[src/rtl/hc_dir_pkg.sv]
package hc_dir_pkg;
    typedef enum logic [1:0] {
        OP_READ  = 2'd0,
        OP_WRITE = 2'd1,
        OP_EVICT = 2'd2,
        OP_NOP   = 2'd3
    } req_op_e;

    typedef enum logic [1:0] {
        PK_UPDATE = 2'd0,
        PK_INVAL  = 2'd1,
        PK_BCAST  = 2'd2,
        PK_NONE   = 2'd3
    } pkt_kind_e;

    typedef enum logic [2:0] {
        ST_IDLE  = 3'd0,
        ST_MCAST = 3'd1,
        ST_BCAST = 3'd2,
        ST_WAIT  = 3'd3,
        ST_DONE  = 3'd4
    } txn_state_e;
endpackage

[src/rtl/hc_dir_line.sv]
module hc_dir_line #(
    parameter int ID_W   = 4,
    parameter int THRESH = 4,
    parameter int CNT_W  = 6
) (
    input  logic                         clk,
    input  logic                         rst_n,
    input  logic                         add_en,
    input  logic [ID_W-1:0]              add_id,
    input  logic                         add_instr,
    input  logic                         cln_en,
    input  logic [ID_W-1:0]              cln_id,
    input  logic                         cln_instr,
    output logic [THRESH-1:0]            ent_valid,
    output logic [THRESH-1:0][ID_W-1:0]  ent_id,
    output logic [THRESH-1:0]            ent_instr,
    output logic [CNT_W-1:0]             cnt,
    output logic                         bcast_mode
);
    localparam int IDX_W = (THRESH > 1) ? $clog2(THRESH) : 1;

    logic             add_hit;
    logic             cln_hit;
    logic             free_found;
    logic [IDX_W-1:0] cln_idx;
    logic [IDX_W-1:0] free_idx;

    // Lookup: lowest matching / lowest free slot wins.
    always_comb begin
        add_hit    = 1'b0;
        cln_hit    = 1'b0;
        free_found = 1'b0;
        cln_idx    = '0;
        free_idx   = '0;
        for (int i = THRESH - 1; i >= 0; i--) begin
            if (ent_valid[i] && ent_id[i] == add_id && ent_instr[i] == add_instr)
                add_hit = 1'b1;
            if (ent_valid[i] && ent_id[i] == cln_id && ent_instr[i] == cln_instr) begin
                cln_hit = 1'b1;
                cln_idx = IDX_W'(i);
            end
            if (!ent_valid[i]) begin
                free_found = 1'b1;
                free_idx   = IDX_W'(i);
            end
        end
    end

    always_ff @(posedge clk) begin
        if (!rst_n) begin
            ent_valid  <= '0;
            ent_id     <= '0;
            ent_instr  <= '0;
            cnt        <= '0;
            bcast_mode <= 1'b0;
        end else if (add_en) begin
            if (bcast_mode) begin
                if (cnt != '1)
                    cnt <= cnt + CNT_W'(1);
            end else if (!add_hit) begin
                if (free_found) begin
                    ent_valid[free_idx] <= 1'b1;
                    ent_id[free_idx]    <= add_id;
                    ent_instr[free_idx] <= add_instr;
                    cnt                 <= cnt + CNT_W'(1);
                end else begin
                    // List full: fall back to counting copies only.
                    bcast_mode <= 1'b1;
                    ent_valid  <= '0;
                    cnt        <= cnt + CNT_W'(1);
                end
            end
        end else if (cln_en) begin
            if (bcast_mode) begin
                if (cnt != '0)
                    cnt <= cnt - CNT_W'(1);
                if (cnt <= CNT_W'(1))
                    bcast_mode <= 1'b0;
            end else if (cln_hit) begin
                ent_valid[cln_idx] <= 1'b0;
                cnt                <= cnt - CNT_W'(1);
            end
        end
    end


    list_count_chk: assert property (@(posedge clk) disable iff (!rst_n)
        !bcast_mode |-> (cnt == CNT_W'($countones(ent_valid))));


    bcast_nonzero_chk: assert property (@(posedge clk) disable iff (!rst_n)
        bcast_mode |-> (cnt != '0));
endmodule

[src/rtl/hc_dir_txn.sv]
module hc_dir_txn
    import hc_dir_pkg::*;
#(
    parameter int NLINES = 4,
    parameter int LINE_W = 2,
    parameter int ID_W   = 4,
    parameter int THRESH = 4,
    parameter int CNT_W  = 6
) (
    input  logic                                    clk,
    input  logic                                    rst_n,
    input  logic                                    acc,
    input  logic [1:0]                              acc_op,
    input  logic [LINE_W-1:0]                       acc_line,
    input  logic [ID_W-1:0]                         acc_id,
    input  logic                                    acc_instr,
    input  logic [NLINES-1:0][THRESH-1:0]           all_valid,
    input  logic [NLINES-1:0][THRESH-1:0][ID_W-1:0] all_id,
    input  logic [NLINES-1:0][THRESH-1:0]           all_instr,
    input  logic [NLINES-1:0][CNT_W-1:0]            all_cnt,
    input  logic [NLINES-1:0]                       all_bmode,
    input  logic                                    uack_valid,
    input  logic [LINE_W-1:0]                       uack_line,
    output logic                                    idle,
    output logic                                    coh_valid,
    output logic [1:0]                              coh_kind,
    output logic [LINE_W-1:0]                       coh_line,
    output logic [ID_W-1:0]                         coh_id,
    output logic                                    coh_instr,
    output logic                                    done_valid,
    output logic [1:0]                              done_op,
    output logic [LINE_W-1:0]                       done_line
);
    localparam int IDX_W = (THRESH > 1) ? $clog2(THRESH) : 1;

    txn_state_e                  state_q;
    txn_state_e                  state_d;
    logic [LINE_W-1:0]           cur_line;
    logic [1:0]                  cur_op;
    logic [THRESH-1:0]           pend;
    logic [THRESH-1:0]           pend_clr;
    logic [THRESH-1:0][ID_W-1:0] snap_id;
    logic [THRESH-1:0]           snap_instr;
    logic [CNT_W-1:0]            need;
    logic [CNT_W-1:0]            got;
    logic                        wait_acks;
    logic [THRESH-1:0]           tmask;
    logic [IDX_W-1:0]            pk_idx;
    logic                        ack_hit;
    logic                        wait_met;

    // Target mask for an incoming write/evict: all copies, minus the writer.
    always_comb begin
        for (int i = 0; i < THRESH; i++) begin
            tmask[i] = all_valid[acc_line][i] &&
                       !(acc_op == OP_WRITE &&
                         all_id[acc_line][i] == acc_id &&
                         all_instr[acc_line][i] == acc_instr);
        end
    end

    // Lowest pending target.
    always_comb begin
        pk_idx = '0;
        for (int i = THRESH - 1; i >= 0; i--) begin
            if (pend[i])
                pk_idx = IDX_W'(i);
        end
        pend_clr         = pend;
        pend_clr[pk_idx] = 1'b0;
    end

    assign ack_hit  = uack_valid && (uack_line == cur_line) && wait_acks &&
                      (state_q == ST_MCAST || state_q == ST_WAIT);
    assign wait_met = wait_acks ? (got == need) : (all_cnt[cur_line] == '0);

    // Next-state logic.
    always_comb begin
        state_d = state_q;
        unique case (state_q)
            ST_IDLE: begin
                if (acc) begin
                    if (all_bmode[acc_line])
                        state_d = ST_BCAST;
                    else if (tmask != '0)
                        state_d = ST_MCAST;
                    else
                        state_d = ST_DONE;
                end
            end
            ST_MCAST: if (pend_clr == '0) state_d = ST_WAIT;
            ST_BCAST: state_d = ST_WAIT;
            ST_WAIT:  if (wait_met) state_d = ST_DONE;
            ST_DONE:  state_d = ST_IDLE;
            default:  state_d = ST_IDLE;
        endcase
    end

    // State register.
    always_ff @(posedge clk) begin
        if (!rst_n)
            state_q <= ST_IDLE;
        else
            state_q <= state_d;
    end

    // Transaction context.
    always_ff @(posedge clk) begin
        if (!rst_n) begin
            cur_line   <= '0;
            cur_op     <= '0;
            pend       <= '0;
            snap_id    <= '0;
            snap_instr <= '0;
            need       <= '0;
            got        <= '0;
            wait_acks  <= 1'b0;
        end else if (state_q == ST_IDLE && acc) begin
            cur_line   <= acc_line;
            cur_op     <= acc_op;
            pend       <= tmask;
            snap_id    <= all_id[acc_line];
            snap_instr <= all_instr[acc_line];
            need       <= CNT_W'($countones(tmask));
            got        <= '0;
            wait_acks  <= (acc_op == OP_WRITE) && !all_bmode[acc_line];
        end else begin
            if (state_q == ST_MCAST)
                pend <= pend_clr;
            if (ack_hit)
                got <= got + CNT_W'(1);
        end
    end

    // Outputs.
    always_comb begin
        idle       = (state_q == ST_IDLE);
        coh_valid  = 1'b0;
        coh_kind   = PK_NONE;
        coh_line   = cur_line;
        coh_id     = '0;
        coh_instr  = 1'b0;
        done_valid = 1'b0;
        done_op    = cur_op;
        done_line  = cur_line;
        unique case (state_q)
            ST_MCAST: begin
                coh_valid = 1'b1;
                coh_kind  = (cur_op == OP_WRITE) ? PK_UPDATE : PK_INVAL;
                coh_id    = snap_id[pk_idx];
                coh_instr = snap_instr[pk_idx];
            end
            ST_BCAST: begin
                coh_valid = 1'b1;
                coh_kind  = PK_BCAST;
            end
            ST_DONE:  done_valid = 1'b1;
            default: ;
        endcase
    end


    done_pulse_chk: assert property (@(posedge clk) disable iff (!rst_n)
        done_valid |=> !done_valid);


    single_bcast_chk: assert property (@(posedge clk) disable iff (!rst_n)
        (coh_valid && coh_kind == PK_BCAST) |=> !coh_valid);
endmodule

[src/rtl/hc_dir_clack.sv]
module hc_dir_clack #(
    parameter int LINE_W = 2,
    parameter int ID_W   = 4
) (
    input  logic              clk,
    input  logic              rst_n,
    input  logic              cln_valid,
    input  logic [LINE_W-1:0] cln_line,
    input  logic [ID_W-1:0]   cln_id,
    input  logic              cln_instr,
    output logic              clack_valid,
    output logic [LINE_W-1:0] clack_line,
    output logic [ID_W-1:0]   clack_id,
    output logic              clack_instr
);
    always_ff @(posedge clk) begin
        if (!rst_n) begin
            clack_valid <= 1'b0;
            clack_line  <= '0;
            clack_id    <= '0;
            clack_instr <= 1'b0;
        end else begin
            clack_valid <= cln_valid;
            if (cln_valid) begin
                clack_line  <= cln_line;
                clack_id    <= cln_id;
                clack_instr <= cln_instr;
            end
        end
    end
endmodule

[src/rtl/hc_dir.sv]
module hc_dir
    import hc_dir_pkg::*;
#(
    parameter int NLINES = 4,
    parameter int ID_W   = 4,
    parameter int THRESH = 4,
    localparam int LINE_W = (NLINES > 1) ? $clog2(NLINES) : 1
) (
    input  logic              clk,
    input  logic              rst_n,
    input  logic              req_valid,
    output logic              req_ready,
    input  logic [1:0]        req_op,
    input  logic [LINE_W-1:0] req_line,
    input  logic [ID_W-1:0]   req_id,
    input  logic              req_instr,
    input  logic              cln_valid,
    input  logic [LINE_W-1:0] cln_line,
    input  logic [ID_W-1:0]   cln_id,
    input  logic              cln_instr,
    input  logic              uack_valid,
    input  logic [LINE_W-1:0] uack_line,
    output logic              coh_valid,
    output logic [1:0]        coh_kind,
    output logic [LINE_W-1:0] coh_line,
    output logic [ID_W-1:0]   coh_id,
    output logic              coh_instr,
    output logic              clack_valid,
    output logic [LINE_W-1:0] clack_line,
    output logic [ID_W-1:0]   clack_id,
    output logic              clack_instr,
    output logic              done_valid,
    output logic [1:0]        done_op,
    output logic [LINE_W-1:0] done_line
);
    localparam int CNT_A = ID_W + 2;
    localparam int CNT_B = $clog2(THRESH + 2) + 1;
    localparam int CNT_W = (CNT_A > CNT_B) ? CNT_A : CNT_B;

    logic [NLINES-1:0][THRESH-1:0]           line_valid;
    logic [NLINES-1:0][THRESH-1:0][ID_W-1:0] line_id;
    logic [NLINES-1:0][THRESH-1:0]           line_instr;
    logic [NLINES-1:0][CNT_W-1:0]            line_cnt;
    logic [NLINES-1:0]                       line_bmode;
    logic                                    txn_idle;
    logic                                    fire;
    logic                                    acc;

    // A cleanup to the same line in the same cycle holds the request back.
    assign req_ready = txn_idle && !(cln_valid && cln_line == req_line);
    assign fire      = req_valid && req_ready;
    assign acc       = fire && (req_op == OP_WRITE || req_op == OP_EVICT);

    for (genvar g = 0; g < NLINES; g++) begin : g_line
        hc_dir_line #(
            .ID_W  (ID_W),
            .THRESH(THRESH),
            .CNT_W (CNT_W)
        ) u_line (
            .clk       (clk),
            .rst_n     (rst_n),
            .add_en    (fire && req_op == OP_READ && req_line == LINE_W'(g)),
            .add_id    (req_id),
            .add_instr (req_instr),
            .cln_en    (cln_valid && cln_line == LINE_W'(g)),
            .cln_id    (cln_id),
            .cln_instr (cln_instr),
            .ent_valid (line_valid[g]),
            .ent_id    (line_id[g]),
            .ent_instr (line_instr[g]),
            .cnt       (line_cnt[g]),
            .bcast_mode(line_bmode[g])
        );
    end

    hc_dir_txn #(
        .NLINES(NLINES),
        .LINE_W(LINE_W),
        .ID_W  (ID_W),
        .THRESH(THRESH),
        .CNT_W (CNT_W)
    ) u_txn (
        .clk       (clk),
        .rst_n     (rst_n),
        .acc       (acc),
        .acc_op    (req_op),
        .acc_line  (req_line),
        .acc_id    (req_id),
        .acc_instr (req_instr),
        .all_valid (line_valid),
        .all_id    (line_id),
        .all_instr (line_instr),
        .all_cnt   (line_cnt),
        .all_bmode (line_bmode),
        .uack_valid(uack_valid),
        .uack_line (uack_line),
        .idle      (txn_idle),
        .coh_valid (coh_valid),
        .coh_kind  (coh_kind),
        .coh_line  (coh_line),
        .coh_id    (coh_id),
        .coh_instr (coh_instr),
        .done_valid(done_valid),
        .done_op   (done_op),
        .done_line (done_line)
    );

    hc_dir_clack #(
        .LINE_W(LINE_W),
        .ID_W  (ID_W)
    ) u_clack (
        .clk        (clk),
        .rst_n      (rst_n),
        .cln_valid  (cln_valid),
        .cln_line   (cln_line),
        .cln_id     (cln_id),
        .cln_instr  (cln_instr),
        .clack_valid(clack_valid),
        .clack_line (clack_line),
        .clack_id   (clack_id),
        .clack_instr(clack_instr)
    );


    busy_stall_chk: assert property (@(posedge clk) disable iff (!rst_n)
        acc |=> !req_ready);
endmodule

[config.mk]
export PLATFORM = sky130hd
export DESIGN_NAME = hc_dir
export DESIGN_NICKNAME = d
export VERILOG_FILES = /design/src/rtl/hc_dir_pkg.sv /design/src/rtl/hc_dir_line.sv /design/src/rtl/hc_dir_txn.sv /design/src/rtl/hc_dir_clack.sv /design/src/rtl/hc_dir.sv
export SDC_FILE = /design/constraint.sdc
export NUM_CORES = 1
export LEC_CHECK = 0
export BUFFER_PORTS_ARGS = -buffer_cell sky130_fd_sc_hd__buf_2
export CAP_MARGIN = 0
export CORE_ASPECT_RATIO = 1.75
export CORE_MARGIN = 1.5
export CORE_UTILIZATION = 36
export DETAILED_ROUTE_END_ITERATION = 8
export PLACE_DENSITY = 0.54
export REMOVE_ABC_BUFFERS = 1
export SYNTH_ARGS = -nofsm -noshare
export SYNTH_HDL_FRONTEND = slang
export SYNTH_SLANG_ARGS = --single-unit
[constraint.sdc]
create_clock -name clk -period 4.6 [get_ports clk]
set_clock_uncertainty 0.05 [all_clocks]
set_input_delay 0 -clock clk [delete_from_list [all_inputs] [get_ports clk]]
set_output_delay 0 -clock clk [all_outputs]
set_load 0.01 [all_outputs]
# Word-level counts from Yosys, hierarchy flattened
# Cells that the tools add are included.
dict set report word_totals {
  reg_bits 176
  latchBits 0
  ram_bits 0
  rom_bits 0
  input_bits 23
  output_inout_bits 24
  elab_cells 611
  n_memories 0
}
dict set report op_classes {
  add_sub_neg 12
  multipliers 0
  div_mod_pow 0
  magnitude_cmp 24
  n_eq_ne 119
  shift 0
  mux 235
  bitwise_logic 23
  n_reduce_logical 150
}
# operator count
set op_table {}
lappend op_table {{$mux 6} 33}
lappend op_table {{$mux 4} 38}
lappend op_table {{$eq 4x4->1} 36}
lappend op_table {{$logic_and 1x1->1} 103}
lappend op_table {{$mux 1} 92}
lappend op_table {{$mux 2} 36}
lappend op_table {{$bwmux 16} 4}
lappend op_table {{$reduce_and 5->1} 8}
lappend op_table {{$eq 1x1->1} 36}
lappend op_table {{$lt 2x3->1 const B} 11}
lappend op_table {{$bmux 16 s2} 1}
lappend op_table {{$demux 4 s2} 4}
lappend op_table {{$add 6x1->6 const B} 5}
lappend op_table {{$bmux 4 s2} 3}
lappend op_table {{$le 6x1->1 const B} 4}
lappend op_table {{$ne 2x2->1 const B} 12}
lappend op_table {{$ne 3x3->1 const B} 8}
lappend op_table {{$ne 6x6->1 const B} 4}
lappend op_table {{$reduce_bool 6->1} 4}
lappend op_table {{$sub 6x1->6 const B} 4}
lappend op_table {{$and 4x4->4} 5}
lappend op_table {{$not 4->4} 5}
lappend op_table {{$demux 1 s2} 9}
lappend op_table {{$ge 2x1->1 const B} 9}
lappend op_table {{other kinds (32)} 89}

# Longest topological paths before layout
dict set report logic_depth {
  depth_word 17
  mapped_depth 11
  ltp_nobuf 9
}

# Cells and area by module
# A second synthesis with hierarchy kept.
dict set report hier_totals {
  cells_unflattened 1277
  area_unflattened_um2 11566.1
}
# mod instances cells_each area_each_um2 seq_area_each_um2
set modules_own_cells {}
lappend modules_own_cells {hc_dir_line 4 220 2020.7 620.6}
lappend modules_own_cells {hc_dir_txn 1 351 3042.9 820.8}
lappend modules_own_cells {hc_dir_clack 1 24 292.8 160.2}
lappend modules_own_cells {hc_dir 1 22 147.6 0.0}

# Worst setup path before layout
# OpenSTA, ideal clock, no wires.
dict set report synth_timing {
  path_type {input to register}
  from {input port req_line[1]}
  to {register u_txn.need[1]}
  setup_time_ns 0.070
  arrival_ns 2.703
  t_required_ns 4.480
  path_slack_ns 1.776
  stages 10
  path_buffers 2
  path_cell_list {buf_1 -> buf_1 -> mux4_2 -> xor2_1 -> o31ai_1 -> ha_1 -> ha_1 -> fa_1 -> nand2_1 -> a21oi_1}
}
dict set report synth_between {
  elab_chain_cells 9
  word_cells_on_any_way 40
  cone_classes {add/sub: 3; eq/ne: 9; mux: 6; reduce/logical: 22}
}
# element line_no
set synth_rtl {}
lappend synth_rtl {{start, declared} hc_dir.sv:14} ;# input logic [LINE_W-1:0] req_line,
lappend synth_rtl {{$bmux 16 s2} hc_dir_txn.sv:57} ;# all_id[acc_line][i] == acc_id &&
lappend synth_rtl {{$mux 16 (not written as such)} hc_dir_txn.sv:57}
lappend synth_rtl {{$eq 4x4->1} hc_dir_txn.sv:57}
lappend synth_rtl {{$logic_and 1x1->1} hc_dir_txn.sv:56} ;# !(acc_op == OP_WRITE &&
lappend synth_rtl {{$logic_and 1x1->1} hc_dir_txn.sv:57}
lappend synth_rtl {{$logic_not 1->1} hc_dir_txn.sv:56}
lappend synth_rtl {{$logic_and 1x1->1} hc_dir_txn.sv:55} ;# tmask[i] = all_valid[acc_line][i] &&
lappend synth_rtl {{$add 1x1->2 (not written as such)} hc_dir_txn.sv:124} ;# need <= CNT_W'($countones(tmask));
lappend synth_rtl {{$add 6x6->6 (not written as such)} hc_dir_txn.sv:124}
lappend synth_rtl {{end signal, assigned} hc_dir_txn.sv:124}
lappend synth_rtl {{end, declared} hc_dir_txn.sv:44} ;# logic [CNT_W-1:0] need;
# Parallel ways exist; a longest one is shown, timed or not. The select of a mux whose other input is x is not followed.
# A chain may end at the register's enable or synchronous reset.

# Worst setup path in the final report
dict set report layout_timing {
  from {register u_txn.state_q[1]}
  to {register g_line[1].u_line.ent_instr[2]}
}
dict set report layout_between {
  elab_chain_cells 6
}
# element line_no
set layout_rtl {}
lappend layout_rtl {{start, declared} hc_dir_txn.sv:36} ;# txn_state_e state_q;
lappend layout_rtl {{start signal, assigned} hc_dir_txn.sv:104} ;# state_q <= state_d;
lappend layout_rtl {{$logic_not 3->1} hc_dir_txn.sv:137} ;# idle = (state_q == ST_IDLE);
lappend layout_rtl {{$logic_and 1x1->1} hc_dir.sv:50} ;# assign req_ready = txn_idle && !(cln_valid && cln_line == req_line);
lappend layout_rtl {{$logic_and 1x1->1} hc_dir.sv:51} ;# assign fire = req_valid && req_ready;
lappend layout_rtl {{$logic_and 1x1->1 (2 in series)} hc_dir.sv:62} ;# .add_en (fire && req_op == OP_READ && req_line == LINE_W'(g)),
lappend layout_rtl {{$reduce_and 4->1 (no line)} --}
lappend layout_rtl {{end signal, assigned by index} hc_dir_line.sv:64} ;# ent_instr[free_idx] <= add_instr;
lappend layout_rtl {{end, declared} hc_dir_line.sv:16} ;# output logic [THRESH-1:0] ent_instr,
# No other way between the ends.

==> out/qor_table.md <==
| Metric | This run | Unit |
|:---|:---|:---|
| Initial antenna violation count | 1 | - |
| Mux share of post-synthesis cell area | 14.3 | % |
| Top area cells in the synthesized netlist | sky130_fd_sc_hd__dfxtp_1 (31%), sky130_fd_sc_hd__xor2_1 (10%), sky130_fd_sc_hd__mux2i_1 (9.1%) | - |
| Vias in the first global route | 9365 | - |
| Post-CTS Setup Repair Bufs | 0 | - |
| Number of nets in the finished design | 1347 | - |
| Proportion of layout cells with a drive suffix above 1 | 10.5 | % |
| Share of the cycle needed by the critical path after routing | 70.3 | % |
| Data arrival time at the worst-slack endpoint | 3560 | ps |
| Critical-path cell list | or3_1 > nor3_1 > nand3_1 > nor3_1 > nand2_1 > nor4_4 > mux2i_1 | - |
| WP buf/inv | 0 | - |
| Minimum clock period after layout | 3230 | ps |
| Synthesis-stage register bit count | 173 | - |
| Worst hold path type | primary input to register | - |
| Clock net sink count | 173 | - |
| P per Cell Area | 304 | nW/µm² |
| Number of routed nets with antenna violations | 0 | - |
| Clk Latency, worst-skew pair | 460 | ps |
| Port Buffer Count | 46 | - |
| Startpoint of the worst hold path | req_valid | - |
| Number of buffers created by CTS | 17 | - |
| Final-layout setup total negative slack | 0 | ps |
| Critical path's top delay family | simple AND/OR/NAND/NOR gates | - |
| Largest area contributor in the synthesized netlist | sky130_fd_sc_hd__dfxtp_1 | - |
| Critical path's most frequent cell | sky130_fd_sc_hd__nor3_1 | - |
| Highest achievable clock rate | 309 | MHz |
| Chip Height | 236 | µm |
| Filler Cell Count | 3135 | - |
| Final cell utilization of the core | 40.3 | % |
| Final number of setup-violating endpoints | 0 | - |
| Die width | 136 | µm |
| Post-CTS Resized | 0 | - |
| Final Hold Vio Count | 0 | - |
| Last weighted congestion value of the routability-driven placer | 0.943 | - |
| Routed length per instance | 21.4 | µm |
| Run status | complete, no violations | - |
| Synthesized-area fraction occupied by ao, oa, aoi and oai cells | 10.7 | % |
| Startpoint type of the worst setup path | register | - |
| Max capacitance violation total | 0 | - |
| Count of vias placed by the detailed router | 9764 | - |
| Root buffer selected by CTS | sky130_fd_sc_hd__clkbuf_16 | - |
| Setup Crit Path Kind | register to register | - |
| Total wire length | 36400 | µm |
| Global-route usage over all layers | 23.0 | % |
| 1st-iter DRT viols | 769 | - |
| Cell area after layout | 12300 | µm² |
| Post-Synth Adder-Cell Area | 2.95 | % |
| Number of buffers on the longest clock path | 2 | - |
| Maximum number of pins on one net before global-route repair | 78 | - |
| Max Transition Viols Final | 0 | - |
| DRC violation count after routing | 0 | - |
| Nature of the critical path endpoint | register | - |
| Required @ worst endpoint | 4930 | ps |
| Clock tree from TritonCTS | done | - |
| Worst reg2reg startpoint | u_txn.state_q[1]$_SDFFE_PN0P_ | - |
| Combinational family with the most area after synthesis | simple AND/OR/NAND/NOR gates | - |
| Highest-delay cell along the critical path | sky130_fd_sc_hd__nor3_1 | - |
| Area Overhead vs Synth | 10.4 | % |
| Count of flip-flops with a built-in enable after synthesis | 0 | - |
| Launching instance or port of the critical path | u_txn.state_q[1]$_SDFFE_PN0P_ | - |
| Highest fanout seen on the critical path | 8 | - |
| Top-area cell type share of the netlist area | 31.0 | % |
| Via density per instance | 5.73 | - |
| Length of the first detailed-routing pass in iterations | 5 | - |
| Hold_buf cts | 9 | - |
| Setup repair after global routing missed its margin | no | - |
| Distinct cell type count of the synthesized netlist | 73 | - |
| Synth Area in Simple Gates | 21.2 | % |
| Slew at the pin closest to its max-slew limit | 1120 | ps |
| Area enclosed by the die boundary | 32200 | µm² |
| Share of the synthesized netlist area taken by xor and xnor gates | 15.3 | % |
| Core footprint | 30600 | µm² |
| Total Power Consumption | 3.75 | mW |
| Initial Util | 36.5 | % |
| Standard-cell row count | 85 | - |
| Leak Pwr | 4.88 | nW |
| Most common library cells after synthesis | sky130_fd_sc_hd__dfxtp_1 (173), sky130_fd_sc_hd__nand2_1 (162), sky130_fd_sc_hd__xor2_1 (128) | - |
| Post-synthesis async set-or-reset flop share | 0 | % |
| Mapped Avg Cell Area | 8.62 | µm² |
| Count of synthesis-stage warnings from yosys | 0 | - |
| Clock slew at reported path FFs | 70 | ps |
| Primary flip-flop cell chosen by synthesis mapping | sky130_fd_sc_hd__dfxtp_1 | - |
| Congestion Overflow GR | 0 | - |
| First-pass GRT wire length | 55400 | µm |
| Sequential cell area fraction in the yosys report | 31.0 | % |
| Worst slew margin relative to its limit | 25.6 | % |
| Most repeated cell in the gate-level netlist after synthesis | sky130_fd_sc_hd__dfxtp_1 | - |
| Top-Level Pins | 47 | - |
| Crit-path max cell delay | 560 | ps |
| Placed instance area | 11600 | µm² |
| Post-synthesis instance area | 11200 | µm² |
| IR Drop Worst-Case VDD | 267 | µV |
| Cells after Synth | 1298 | - |
| Count of H-tree levels built during CTS | 4 | - |
| Post-detail-place hpwl | 26900 | µm |
==> power by group <==
part	internal, mW	switching (mW)
sequential	1.53	0.0470
combinational	0.211	0.394
clock	0.919	0.656
==> kinds of logic after synthesis <==
group	Yosys count
AOI/OAI and AO/OA	178
xor gates and xnor gates	196
muxes	128
DFF	173
buffers and inverters	116
adders and majority gates	26
and+or+nand+nor	481
==> flip-flops by register name, summed over array words and instances, names as in the netlist, 6 cells and up <==
signal,count
g_line.u_line.ent_instr,16
g_line.u_line.cnt,24
u_txn.snap_id,16
g_line.u_line.ent_valid,16
u_txn.got,6
g_line.u_line.ent_id,64
==> area by class of cell <==
type | instances | area (µm²) | share of cell area (%)
Multi-Input combinational cell | 1009 | 7220 | 58.5
Sequential cell | 173 | 3460 | 28.0
Tap cell | 391 | 489 | 3.96
Clock buffer | 21 | 480 | 3.89
Timing Repair Buffer | 70 | 435 | 3.53
Clock inverter | 11 | 154 | 1.25
Inverter | 28 | 106 | 0.861
Antenna cell | 1 | 2.50 | 0.0203
==> final timing paths <==
kind                                                                    to  slack [ps]  depth (start not counted)
worst max-delay path            g_line[1].u_line.ent_instr[2]$_SDFFE_PN0P_        1370                          7
worst min-delay path                          u_txn.wait_acks$_SDFFE_PN0P_          50                          4
worst max register to register  g_line[1].u_line.ent_instr[2]$_SDFFE_PN0P_        1370                          7
worst min register to register               u_txn.snap_id[4]$_SDFFE_PN0P_         400                          2
==> per-layer routing <==
| layer | vias to the layer above | share of wire [%] | global-route usage (%) |
|---|---|---|---|
| met3 | 106 | 4.0 | 3.46 |
| met1 | 4740 | 37 | 24.6 |
| met4 | 0 | 7.3 | 16.1 |
| met5 | - | 0 | 0 |
| met2 | 301 | 51 | 40.7 |
| li1 | 4617 | - | - |
==> per-stage QoR <==
step / std cells / hold WS [ps] / worst slack [ps]
after floorplan: 1210 / 71.7 / 1830
after global placement: 1662 / 229 / 1130
after detailed placement: 1662 / 232 / 1140
after CTS: 1703 / 36.0 / 1390
after global routing: 1703 / 58.5 / 1180
final: 1704 / 46.2 / 1370
==> worst register-to-register path: stages (launching register included) <==
cell,delay [ps]
sky130_fd_sc_hd__dfxtp_1,390
sky130_fd_sc_hd__or3_1,510
sky130_fd_sc_hd__nor3_1,350
sky130_fd_sc_hd__nand3_1,280
sky130_fd_sc_hd__nor3_1,560
sky130_fd_sc_hd__nand2_1,340
sky130_fd_sc_hd__nor4_4,450
sky130_fd_sc_hd__mux2i_1,230
==> layout by cell type (no fill, tap or decap), types with 5 or more instances in the layout <==
| cell type | netlist | routed |
|---|---|---|
| sky130_fd_sc_hd__o22a_1 | 6 | 6 |
| sky130_fd_sc_hd__and4_1 | 5 | 5 |
| sky130_fd_sc_hd__and2_1 | 7 | 7 |
| sky130_fd_sc_hd__or4_1 | 9 | 9 |
| sky130_fd_sc_hd__o31ai_1 | 11 | 11 |
| sky130_fd_sc_hd__a22oi_1 | 9 | 9 |
| sky130_fd_sc_hd__a21oi_1 | 59 | 59 |
| sky130_fd_sc_hd__nand3_1 | 46 | 46 |
| sky130_fd_sc_hd__mux4_2 | 25 | 25 |
| sky130_fd_sc_hd__a221oi_1 | 5 | 5 |
| sky130_fd_sc_hd__buf_2 | 22 | 45 |
| sky130_fd_sc_hd__nor2b_1 | 6 | 6 |
| sky130_fd_sc_hd__nor4_1 | 41 | 41 |
| sky130_fd_sc_hd__ha_1 | 24 | 24 |
| sky130_fd_sc_hd__nor3_1 | 22 | 21 |
| sky130_fd_sc_hd__buf_4 | 6 | 16 |
| sky130_fd_sc_hd__a211oi_1 | 9 | 9 |
| sky130_fd_sc_hd__clkbuf_16 | 0 | 17 |
| sky130_fd_sc_hd__xor2_1 | 128 | 128 |
| sky130_fd_sc_hd__and3_1 | 26 | 26 |
| sky130_fd_sc_hd__nand2_1 | 162 | 162 |
| sky130_fd_sc_hd__a31oi_1 | 5 | 5 |
| sky130_fd_sc_hd__dfxtp_1 | 173 | 173 |
| sky130_fd_sc_hd__mux2i_1 | 102 | 102 |
| sky130_fd_sc_hd__inv_1 | 26 | 26 |
| sky130_fd_sc_hd__nand4_1 | 24 | 24 |
| sky130_fd_sc_hd__xnor2_1 | 68 | 68 |
| sky130_fd_sc_hd__nor2_1 | 94 | 94 |
| sky130_fd_sc_hd__dlygate4sd3_1 | 0 | 9 |
| sky130_fd_sc_hd__o21ai_0 | 25 | 25 |
| sky130_fd_sc_hd__nand2b_1 | 12 | 12 |
| sky130_fd_sc_hd__nor3b_1 | 5 | 5 |
Power figures use the tool's default switching activity.
